--- src/rtl/fpd_pkg.sv ---
package fpd_pkg;

    typedef enum logic {
        HALF_FIRST  = 1'b0,
        HALF_SECOND = 1'b1
    } half_e;

    typedef struct packed {
        logic  h1;
        logic  h2;
        logic  vd;
    } ref_pulses_t;

    function automatic half_e phase_now(input ref_pulses_t p, input half_e held);
        if (p.h1)
            return HALF_FIRST;
        else if (p.h2)
            return HALF_SECOND;
        else
            return held;
    endfunction

endpackage

--- src/rtl/fpd_edge_sync.sv ---
module fpd_edge_sync (
    input  logic clk,
    input  logic rst,
    input  logic d,
    output logic rise
);
    logic [2:0] sh;

    always_ff @(posedge clk) begin
        if (rst)
            sh <= '0;
        else
            sh <= {sh[1:0], d};
    end

    assign rise = sh[1] & ~sh[2];
endmodule

--- src/rtl/fpd_pulse_delay.sv ---
module fpd_pulse_delay #(
    parameter int W = 6
) (
    input  logic         clk,
    input  logic         rst,
    input  logic         trig,
    input  logic [W-1:0] dly,
    output logic         pulse
);
    logic [W-1:0] rem;
    logic         busy;

    always_ff @(posedge clk) begin
        if (rst) begin
            rem   <= '0;
            busy  <= 1'b0;
            pulse <= 1'b0;
        end else begin
            pulse <= 1'b0;
            if (trig) begin
                rem   <= dly;
                busy  <= (dly != '0);
                pulse <= (dly == '0);
            end else if (busy) begin
                rem <= rem - 1'b1;
                if (rem == W'(1)) begin
                    pulse <= 1'b1;
                    busy  <= 1'b0;
                end
            end
        end
    end
endmodule

--- src/rtl/fpd_line_doubler.sv ---
module fpd_line_doubler #(
    parameter int LINE_W = 12
) (
    input  logic clk,
    input  logic rst,
    input  logic h1,
    output logic h2,
    output logic valid
);
    logic [LINE_W-1:0] cnt;
    logic [LINE_W-1:0] period;
    logic [LINE_W-1:0] half_len;
    logic              seen;

    always_ff @(posedge clk) begin
        if (rst) begin
            cnt    <= '0;
            period <= '0;
            seen   <= 1'b0;
            valid  <= 1'b0;
        end else if (h1) begin
            cnt  <= LINE_W'(1);
            seen <= 1'b1;
            if (seen) begin
                period <= cnt;
                valid  <= 1'b1;
            end
        end else if (cnt != '1) begin
            cnt <= cnt + 1'b1;
        end
    end

    assign half_len = period >> 1;
    assign h2 = valid && (half_len != '0) && (cnt == half_len);
endmodule

--- src/rtl/fpd_field_judge.sv ---
module fpd_field_judge
    import fpd_pkg::*;
(
    input  logic        clk,
    input  logic        rst,
    input  ref_pulses_t refs,
    input  logic        valid,
    output logic        field_odd
);
    half_e held;
    half_e now_phase;

    assign now_phase = phase_now(refs, held);

    always_ff @(posedge clk) begin
        if (rst) begin
            held      <= HALF_FIRST;
            field_odd <= 1'b0;
        end else begin
            held <= now_phase;
            if (refs.vd && valid)
                field_odd <= (now_phase == HALF_FIRST);
        end
    end
endmodule

--- src/rtl/field_parity_det.sv ---
module field_parity_det
    import fpd_pkg::*;
#(
    parameter int LINE_W = 12,
    parameter int HC_W   = 4,
    parameter int HF_W   = 2,
    parameter int VD_W   = 12
) (
    input  logic            clk,
    input  logic            rst,
    input  logic            hsync_in,
    input  logic            vsync_in,
    input  logic [HC_W-1:0] hdly_coarse,
    input  logic [HF_W-1:0] hdly_fine,
    input  logic [VD_W-1:0] vdly,
    output logic            ref_h1,
    output logic            ref_h2,
    output logic            v_ref,
    output logic            line_valid,
    output logic            field_odd
);
    localparam int HD_W = HC_W + HF_W;
    localparam int N_IN = 2;

    logic [N_IN-1:0] raw_in;
    logic [N_IN-1:0] rise;
    logic [HD_W-1:0] hdly_total;
    ref_pulses_t     refs;

    assign raw_in     = {vsync_in, hsync_in};
    assign hdly_total = {hdly_coarse, hdly_fine};

    for (genvar i = 0; i < N_IN; i++) begin : g_sync
        fpd_edge_sync u_sync (
            .clk  (clk),
            .rst  (rst),
            .d    (raw_in[i]),
            .rise (rise[i])
        );
    end

    fpd_pulse_delay #(.W(HD_W)) u_hdly (
        .clk   (clk),
        .rst   (rst),
        .trig  (rise[0]),
        .dly   (hdly_total),
        .pulse (ref_h1)
    );

    fpd_pulse_delay #(.W(VD_W)) u_vdly (
        .clk   (clk),
        .rst   (rst),
        .trig  (rise[1]),
        .dly   (vdly),
        .pulse (v_ref)
    );

    fpd_line_doubler #(.LINE_W(LINE_W)) u_dbl (
        .clk   (clk),
        .rst   (rst),
        .h1    (ref_h1),
        .h2    (ref_h2),
        .valid (line_valid)
    );

    assign refs = '{h1: ref_h1, h2: ref_h2, vd: v_ref};

    fpd_field_judge u_judge (
        .clk       (clk),
        .rst       (rst),
        .refs      (refs),
        .valid     (line_valid),
        .field_odd (field_odd)
    );
endmodule

--- config.mk ---
export PLATFORM = sky130hd
export DESIGN_NAME = field_parity_det
export DESIGN_NICKNAME = d
export VERILOG_FILES = /design/src/rtl/fpd_pkg.sv /design/src/rtl/fpd_edge_sync.sv /design/src/rtl/fpd_pulse_delay.sv /design/src/rtl/fpd_line_doubler.sv /design/src/rtl/fpd_field_judge.sv /design/src/rtl/field_parity_det.sv
export SDC_FILE = /design/constraint.sdc
export NUM_CORES = 1
export LEC_CHECK = 0
export ABC_AREA = 1
export ABC_CLOCK_PERIOD_IN_PS = 1700
export BUFFER_PORTS_ARGS = -buffer_cell sky130_fd_sc_hd__buf_2
export CORE_MARGIN = 2
export CORE_UTILIZATION = 25
export CTS_BUF_LIST = sky130_fd_sc_hd__clkbuf_8
export DETAILED_ROUTE_END_ITERATION = 12
export GPL_TIMING_DRIVEN = 0
export PLACE_DENSITY = 0.49
export SLEW_MARGIN = 20
export SYNTH_ARGS = -nofsm -noshare
export SYNTH_HDL_FRONTEND = slang
export SYNTH_SLANG_ARGS = --single-unit
--- constraint.sdc ---
create_clock -name clk -period 1.7 [get_ports clk]
set_input_delay 0.085 -clock clk [delete_from_list [all_inputs] [get_ports clk]]
set_output_delay 0.085 -clock clk [all_outputs]
set_load 0.05 [all_outputs]
After elaboration in Yosys (flattened, before gate mapping)
Cells that the tools add are included.
- flip-flop bits (word level): 56
- bits in latches: 0
- bits in writable memories: 0
- bits in read-only memories: 0
- input port bits: 22
- output and inout bits: 5
- word-level logic and storage cells: 60
- memories: 0
- $add $sub $neg: 3
- multipliers: 0
- divide/modulo/power cells: 0
- order comparisons: 0
- eq/ne operators: 4
- shift operators: 0
- multiplexer cells: 20
- bitwise operators: 5
- reduce and logical (&&, ||, !) cells: 13
- operator list (operator ; number):
    12-bit two-way mux ; 2
    12-bit nonzero test ; 2
    1-bit two-way mux ; 16
    12-bit by 1-bit adder with 12-bit output (second input constant) ; 1
    12-bit by 1-bit equality test with 1-bit output (second input constant) ; 1
    12-bit by 11-bit equality test with 1-bit output ; 1
    12-bit logical NOT ; 1
    6-bit two-way mux ; 2
    12-bit != test (second input constant) ; 1
    12-bit by 1-bit subtractor with 12-bit output (second input constant) ; 1
    6-bit by 1-bit equality test with 1-bit output (second input constant) ; 1
    6-bit logical NOT ; 1
    2-bit nonzero test ; 3
    6-bit nonzero test ; 1
    6-bit by 1-bit subtractor with 6-bit output (second input constant) ; 1
    1-bit logical AND ; 3
    1-bit NOT ; 3
    1-bit bitwise AND ; 2
    2-bit AND reduction ; 1
    2-bit OR reduction ; 1

Depth between registers and ports, before layout
Gate-level depths: netlist of run 1.
- depth in word-level cells: 6
- depth in mapped cells: 10
- depth with buffers taken out: 9

Modules after synthesis
A second synthesis of run 1 with hierarchy kept.
- cells, all modules: 439
- area total of the unflattened synthesis: 2956.6 µm²
- by module, submodules not included (module ; instances ; cells an instance ; area each (µm²) ; seq. area each (µm²)):
    fpd_line_doubler ; 1 ; 200 ; 1318.8 ; 500.5
    fpd_pulse_delay (u_vdly) ; 1 ; 134 ; 892.1 ; 280.3
    fpd_pulse_delay (u_hdly) ; 1 ; 73 ; 486.7 ; 160.2
    fpd_edge_sync ; 2 ; 10 ; 86.3 ; 60.1
    fpd_field_judge ; 1 ; 12 ; 86.3 ; 40.0

Worst setup path before layout of run 1
No wires, ideal clock.
- path type: reg-to-output
- start point: reg u_dbl.valid
- end point: out ref_h2
- arrival time: 1.458 ns
- data required time: 1.615 ns
- path slack: 0.157 ns
- cell stages (with the launch flop): 9
- path buffers: 0
- cells stage by stage: dfxtp_1 > inv_1 > nor2_1 > nand2_1 > nor2_1 > nand2_1 > nor2_1 > nand2_1 > inv_1
- word-level cells in the longest chain between the ends: 2
- RTL lines (item ; line ; text):
    start, declared ; fpd_line_doubler.sv:8 ; output logic valid
    start signal, assigned ; fpd_line_doubler.sv:20 ; valid <= 1'b0;
    start signal, assigned ; fpd_line_doubler.sv:26 ; valid <= 1'b1;
    1-bit logical AND (2 in a row) ; fpd_line_doubler.sv:34 ; assign h2 = valid && (half_len != '0) && (cnt == half_len);
    end, declared ; field_parity_det.sv:17 ; output logic ref_h2,
No other way between the ends.

Worst setup path after layout of run 1
- start point: reg u_dbl.cnt[4]
- end point: out ref_h2
- word-level cells in the longest chain between the ends: 2
- RTL lines (item ; line ; text):
    start, declared ; fpd_line_doubler.sv:10 ; logic [LINE_W-1:0] cnt;
    start signal, assigned ; fpd_line_doubler.sv:29 ; cnt <= cnt + 1'b1;
    12-bit by 11-bit equality test with 1-bit output ; fpd_line_doubler.sv:34 ;
    1-bit logical AND ; fpd_line_doubler.sv:34 ;
No other way between the ends.

==> results of run 1 <==
cell type report:
cell class | count | area, sq um | share of cell area [%]
buffer | 10 | 50.0 | 1.50
clock inverter | 2 | 35.0 | 1.05
clock buffer | 6 | 82.6 | 2.48
tap | 143 | 179 | 5.37
sequential | 55 | 1120 | 33.5
inverter | 75 | 283 | 8.48
multi-input combinational | 292 | 1440 | 43.1
timing repair buffer | 27 | 151 | 4.54
metrics by stage:
step           setup WS (ns)  instances  power [W]
6_report               0.112        610    0.00270
5_1_grt             -0.00964        610    0.00284
4_1_cts              0.00964        610    0.00273
3_5_place_dp          0.0955        600    0.00180
3_3_place_gp           0.140        600    0.00180
2_1_floorplan          0.157        432    0.00169
kinds of logic after synthesis:
kind of cell               Yosys count
and+or+nand+nor                    205
adders and majority gates            5
buffers and inverters               85
AOI/OAI and AO/OA                   76
xor gates and xnor gates             6
DFF                                 55
where the power goes:
group          total, W  switching [W]  internal [W]
Clock          0.000923       0.000445      0.000478
Combinational  0.000398       0.000246      0.000153
Sequential      0.00138      0.0000434       0.00134
Total           0.00270       0.000734       0.00197
timing repair:
| action | in CTS | in global routing |
|---|---|---|
| pin swaps | 0 | 0 |
| endpoints found under the setup margin | 1 | 6 |
| endpoints found under the hold margin | 2 | 0 |
| resized for setup | 3 | 13 |
| hold buffers | 2 | 0 |
worst reg2reg max path, cell delays in order, from the launching register on:
cell and delay [ns]:
dfxtp_1 0.34, inv_1 0.10, ha_1 0.23, nand3_1 0.19
nor2_1 0.21, nand2_1 0.09, o21ai_0 0.15, a31oi_1 0.10
layer usage:
layer	track usage [%]	part of all wire, %	wire length (microns)	vias up
li1	-	-	-	1432
met1	15.5	49	3490	1202
met2	20.0	46	3260	42
met3	2.13	3.3	236	9
met4	3.58	1.3	93	0
met5	0	0	0	-
registers in the layout, indices dropped and copies added, names as in the netlist:
name,cells
u_dbl.cnt,12
u_vdly.rem,12
u_dbl.period,11
g_sync.u_sync.sh,6
u_hdly.rem,6
u_dbl.seen,1
u_dbl.valid,1
u_hdly.busy,1
u_hdly.pulse,1
u_judge.field_odd,1
u_judge.held,1
u_vdly.busy,1
u_vdly.pulse,1
cell usage in the layout, fill, tap and decap left out, types with 7 or more instances in the layout:
cell type	Yosys	final
a21oi_1	26	26
a31oi_1	8	8
buf_2	1	25
clkbuf_1	7	7
dfxtp_1	55	47
inv_1	72	72
nand2_1	101	100
nand3_1	24	24
nor2_1	52	50
o21ai_0	30	30
worst max-delay path by stage:
stage / from / endpoint / depth (start not counted)
finish: u_dbl.cnt[4] / ref_h2 / 9
global route: u_dbl.cnt[2] / ref_h2 / 9
CTS: u_dbl.cnt[8] / ref_h2 / 9
detailed placement: u_hdly.pulse / u_dbl.cnt[8] / 3
global placement: u_dbl.cnt[1] / u_dbl.cnt[0] / 8
floorplan: u_dbl.valid / ref_h2 / 8
==> results by group, run 1 <==
Setup path
  – Critical path required time: 1.62 ns
  – Most used cell, CP: nand2_1
  – Crit path capture type: primary output
  – R2R cell count: 7
  – Worst R2R End: u_vdly.rem[10]
  – CP Data Arrival Time: 1.50 ns
  – WP buf/inv: 3
  – Critical setup path kind: reg -> out
  – Startpoint Class: register
  – Delay-heaviest family, CP: simple AND/OR/NAND/NOR gates
  – CP max-delay cell: dfxtp_1
  – Crit-path cells: inv_2, nand2_1, nand2_1, nor2_1, nand2_1, nor2_1, nand2_2, inv_1, buf_6
  – Max FO, Critical Path: 5
  – R2R Setup Slk: approximately 0.18 ns
  – Delay of the slowest critical-path stage: about 0.42 ns
  – Reg2reg start: u_vdly.rem[0]

Finish
  – Syn-to-layout area delta: 16.6%
  – Fill count: approximately 1,200
  – Fraction of layout cells with a size suffix above 1: 13.9%
  – Ant. Diodes: 0
  – Post-layout instance area: 3330 sq um
  – Layout Nets: 493
  – Utilization after layout: between 20% and 30%

Clock tree
  – Worst-path clk slew: 0.11 ns
  – TritonCTS clock tree: done
  – Max clock buf depth: 2
  – CTS H-tree depth: 2
  – Clock Tree Root: clkbuf_8
  – Clock Latency Late Sink: 0.31 ns
  – TritonCTS buffer count: 5
  – # clock sinks: 55
  – Post-CTS setup buffers: 0

Synth
  – Syn avg cell area: 6.62 sq um
  – Top FF cell, synth: dfxtp_1
  – Post-synth ARST share: 0%
  – Cell area after synthesis: ~2900 sq um
  – Yosys warnings: 0
  – Top cells by area, synth: dfxtp_1 39%, nand2_1 13%, inv_1 9.5%, nor2_1 6.8%, o21ai_0 5.3%
  – Post-synth top area share: 38.5%
  – Synth cell types: 34
  – Most common cell in the synthesized netlist: nand2_1
  – Synth Area in Compound Gates: approximately 14%
  – Register area share after synthesis: 38.5%
  – Post-synthesis xor/xnor area fraction: 1.84%
  – Leading area contributor after synthesis: dfxtp_1
  – Gate Count Post-Synth: between 400 and 500
  – Number of synthesized flops with an enable pin: 0
  – Syn nets: 459
  – Mux cell area share after synthesis: 0%
  – Adder-cell share of the synthesized area: 2.19%
  – #FFs+latches synth: 55
  – Largest family of logic cells by synthesized area: simple AND/OR/NAND/NOR gates
  – Most frequent cells after synthesis: 101 x nand2_1, 72 x inv_1, 55 x dfxtp_1
  – Synth Area in Simple Gates: 31.6%

Global route
  – Total grt overflow: 0
  – Number of global-route vias before repair: 2,623
  – Largest net degree at the start of global routing: 17
  – Gr usage total: between 10% and 20%
  – Global-route wire length before repair: between 10 and 15 mm
  – Antenna violations before repair: 0

Hold path
  – Hold Startpoint: vdly[3]
  – Min-delay worst type: in -> reg
  – Worst hold stages: 3
  – Hold endpoint: u_vdly.rem[3]

Timing
  – Clock Skew: between 0.01 and 0.015 ns
  – Fin Setup TNS: 0 ns
  – Peak Freq: 0.630 GHz
  – Relative slew slack: roughly three fifths
  – Post-route minimum period: 1.59 ns
  – Min Hold Slack: 0.0499 ns
  – RSZ-0062 raised after global routing: yes
  – Tcrit/Tclk final: roughly 93%
  – Final hold viol count: 0
  – Final setup violating endpoints: 0
  – Slew Viols, Final: 0
  – Slew @ Worst Pin: 0.613 ns

Placement
  – Dpl cell area: 3160 sq um
  – Final GP Congestion: 0.811
  – DP HPWL: 5.46 mm
  – IO buf count: 25

Floorplanning
  – Initial Util: ~25%
  – Full die area: 12,300 sq um
  – Die Ht: 111 microns
  – I/O pin count: 27
  – Row cnt: 39
  – Die Wd: 111 microns
  – Core ar.: 11,300 sq um

Flow run
  – Maxcap violations: 0

Power and ir drop
  – Power density over cell area: 810 nW/um^2
  – Static Leakage: 1.51 nW
  – Maximum vdd drop: 390 uV

Detailed routing
  – Post-route ant nets: 0
  – TritonRoute pass-1 iters: 4
  – DRC viols: 0
  – Initial DRC count: 83
  – Final WL: just over 7 mm
  – Vias per cell: approximately 4.4
  – Via count: 2,685
  – DR WL/cell: between 10 and 15 microns

Run status
  – Outcome: finished clean
Note: power is estimated with default switching activity, not from simulation.
==> run 2, diff against run 1 <==
--- a/config.mk
+++ b/config.mk
@@ -17,4 +17,5 @@
 export SLEW_MARGIN = 20
 export SYNTH_ARGS = -nofsm -noshare
 export SYNTH_HDL_FRONTEND = slang
+export SYNTH_HIERARCHICAL = 1
 export SYNTH_SLANG_ARGS = --single-unit
==> run 2 against run 1 <==
Net effect: critical path depth decreased by 1; fmax increased by 0.81%; clock-buffer cell count unchanged; largest cell class unchanged; first-iteration DRC count increased by 16%; setup slack improved by 0.013 ns; routed wire length increased by 0.35%; global-route usage about the same.
==> results by group, run 2 <==
Finish
  – Commonest non-fill, non-tap cell in the layout: nand2_1
  – Largest registers: u_dbl/cnt (12), u_vdly/rem (12), u_dbl/period (11)
  – Fill count: 1,267 (+2.1%)
  – Ant. Diodes: 0 (unchanged)
  – Most frequent cells in the layout: 94 x nand2_1, 60 x inv_1, 57 x nor2_1, 42 x dfxtp_1, 30 x a21oi_1
  – Post-layout instance area: 3480 sq um (+4.4%)
  – Syn-to-layout area delta: 17.7%
  – Layout Nets: 506 (+2.6%)
  – Utilization after layout: 30.3% (+0.77 points)
  – Fraction of layout cells with a size suffix above 1: 20.0% (+6.1 points)

Global route
  – Antenna violations before repair: 0 (unchanged)
  – Gr usage total: 11.9% (-0.014 points)
  – Number of global-route vias before repair: 2,686 (+2.4%)
  – Largest net degree at the start of global routing: 22 (+5)
  – Total grt overflow: 0 (unchanged)
  – Global-route wire length before repair: 12.4 mm (+1.9%)

Setup path
  – Crit-path cells: inv_4, nor2_1, a21oi_1, nand2_1, nor2_2, nand2_2, nor2_4, buf_8
  – Max FO, Critical Path: 4 (-1)
  – Critical setup path kind: reg -> out
  – WP buf/inv: 2 (-1)
  – CP max-delay cell: dfxtp_4
  – CP Launch Point: u_dbl/cnt[0]
  – Delay-heaviest family, CP: simple AND/OR/NAND/NOR gates
  – Startpoint Class: register
  – Crit path capture type: primary output
  – Reg2reg start: u_dbl/cnt[0]
  – CP Data Arrival Time: 1.49 ns (about the same)
  – Critical path required time: 1.62 ns (about the same)
  – Delay of the slowest critical-path stage: 0.37 ns (-0.05 ns)

Hold path
  – Hold Startpoint: hdly_coarse[0]
  – Min-delay worst type: in -> reg

Detailed routing
  – Final WL: 7.10 mm (+0.35%)
  – Initial DRC count: 96 (+16%)
  – DRC viols: 0 (unchanged)
  – TritonRoute pass-1 iters: 4 (unchanged)
  – Vias per cell: 4.47 (+1.6%)
  – Via count: 2,781 (+3.6%)
  – DR WL/cell: 11.4 microns (-1.6%)
  – Post-route ant nets: 0 (unchanged)

Floorplanning
  – Die Ht: 113 microns (+1.6%)
  – Full die area: 12,700 sq um (+3.3%)
  – Initial Util: 25.8% (+0.42 points)
  – Die Wd: 113 microns (+1.6%)
  – Row cnt: 39 (unchanged)
  – Core ar.: 11,500 sq um (+1.7%)
  – I/O pin count: 27 (unchanged)

Clock tree
  – TritonCTS buffer count: 5 (unchanged)
  – # clock sinks: 55 (unchanged)
  – Clock Tree Root: clkbuf_8
  – CTS H-tree depth: 2 (unchanged)
  – Max clock buf depth: 2 (unchanged)
  – TritonCTS clock tree: done
  – Worst-path clk slew: 0.10 ns (about the same)
  – Clock Latency Late Sink: 0.31 ns (about the same)

Power and ir drop
  – Static Leakage: 1.53 nW (+1.4%)
  – Power density over cell area: 744 nW/um^2 (-8.2%)
  – Maximum vdd drop: 282 uV (-28%)

Synth
  – Yosys warnings: 6 (+6)
  – Syn avg cell area: 6.73 sq um (+1.8%)
  – Post-synth top area share: 37.2% (-1.3 points)
  – Most frequent cells after synthesis: 96 x nand2_1, 65 x inv_1, 59 x nor2_1
  – Gate Count Post-Synth: 439 (+1.6%)
  – Post-synth ARST share: 0% (unchanged)
  – Top cells by area, synth: dfxtp_1 37%, nand2_1 12%, inv_1 8.3%, nor2_1 7.5%, a21oi_1 5.1%
  – Number of synthesized flops with an enable pin: 0 (unchanged)
  – Synth cell types: 32 (-5.9%)
  – Syn nets: 466 (+1.5%)
  – Cell area after synthesis: 2960 sq um (+3.4%)
  – Top FF cell, synth: dfxtp_1
  – #FFs+latches synth: 55 (unchanged)
  – Register area share after synthesis: 37.2% (-1.3 points)
  – Leading area contributor after synthesis: dfxtp_1
  – Most common cell in the synthesized netlist: nand2_1

Timing
  – Final hold viol count: 0 (unchanged)
  – Relative slew slack: 67.6% (+8.5 points)
  – RSZ-0062 raised after global routing: yes
  – Clock Skew: 0.00710 ns (-0.00783 ns)
  – Slew Viols, Final: 0 (unchanged)
  – Slew @ Worst Pin: 0.484 ns (-0.129 ns)
  – Final setup violating endpoints: 0 (unchanged)
  – Post-route minimum period: 1.58 ns (-0.0128 ns)
  – Tcrit/Tclk final: 92.7% (-0.75 points)
  – Peak Freq: 0.635 GHz (+0.81%)
  – Fin worst setup slack: 0.125 ns (+0.0128 ns)

Placement
  – Final GP Congestion: 0.793 (-2.2%)
  – DP HPWL: 5.29 mm (-3.3%)
  – IO buf count: 26 (+4.0%)
  – Dpl cell area: 3270 sq um (+3.5%)
  – Pre-CTS setup slack: 0.194 ns (+0.0985 ns)

Flow run
  – Maxcap violations: 0 (unchanged)

Run status
  – Outcome: finished clean
-- run 2: changes by cell type after synthesis, sizes merged, moves of 4 or more --
cell | before | now
nor2 | 58 | 72
a22oi | 0 | 11
inv | 74 | 68
nand3 | 24 | 30
o21ai | 34 | 28
a21oi | 27 | 32
nand2 | 106 | 101
nand4 | 4 | 9
nor3 | 8 | 3
clkbuf | 7 | 3
-- run 2: kinds of logic (layout without fill, tap and decap cells) --
group	Yosys count	in the layout	synth area share, %
flops	55	55	37.2
simple gates	218	218	33.0
fa+ha+maj	5	5	2.12
compound gates	80	80	15.6
buf+inv	77	117	10.9
xor+xnor	4	4	1.19
-- run 2: worst reg2reg max path, stage by stage, from the launching register on --
cell and delay (ns):
dfxtp_4 0.37, inv_4 0.07, nor2_1 0.04, a21oi_1 0.15, nand2_1 0.09, nor2_2 0.10
nand2_2 0.07, nor2_4 0.13, buf_4 0.14, nor2_2 0.04, nor2_1 0.12, a21oi_2 0.07
-- run 2: area by class of cell --
type | instances | area, sq um | area share (%)
repair buffers | 33 | 198 | 5.68
multi-input cells | 307 | 1550 | 44.5
plain buffers | 9 | 67.6 | 1.94
well taps | 143 | 179 | 5.14
flip-flops and latches | 55 | 1140 | 32.7
clock inverters | 1 | 5.00 | 0.144
clock buffers | 6 | 82.6 | 2.37
inverters | 68 | 263 | 7.55
-- run 2: metal layers --
metal | vias up | global-route usage [%] | part of all wire, %
met3 | 7 | 2.41 | 4.1
met4 | 0 | 3.50 | 1.2
met2 | 41 | 18.8 | 45
met5 | - | 0 | 0
met1 | 1252 | 16.4 | 50
li1 | 1481 | - | -
-- run 2: metrics by stage --
step           TNS, ns  cells  power [W]  hold WS (ns)
2_1_floorplan        0    439    0.00174         0.147
3_3_place_gp         0    608    0.00186         0.285
3_5_place_dp         0    608    0.00186         0.291
4_1_cts              0    617    0.00264        0.0390
5_1_grt        -0.0440    622    0.00277        0.0509
6_report             0    622    0.00259        0.0608
-- run 2: final timing paths --
check | to | slack, ns | cells past startpoint
min reg2reg | g_sync[0].u_sync/sh[1] | 0.41 | 2
max | ref_h2 | 0.12 | 8
max reg2reg | u_judge/field_odd | 0.22 | 11
min | u_hdly/rem[2] | 0.06 | 3
-- run 2: what timing repair did --
item                       in CTS  in global routing
buffers inserted                0                  5
pin swaps                       0                  6
hold buffers                    2                  0
hold endpoints to repair        2                  0
resized for setup              10                 24
setup endpoints to repair       1                  1
cloned                          0                  0
-- run 2: report_power, final --
part / internal (W) / total [W] / switching [W]
clock: 0.000322 / 0.000756 / 0.000434
combinational: 0.000175 / 0.000452 / 0.000277
sequential: 0.00133 / 0.00138 / 0.0000503
total: 0.00183 / 0.00259 / 0.000762
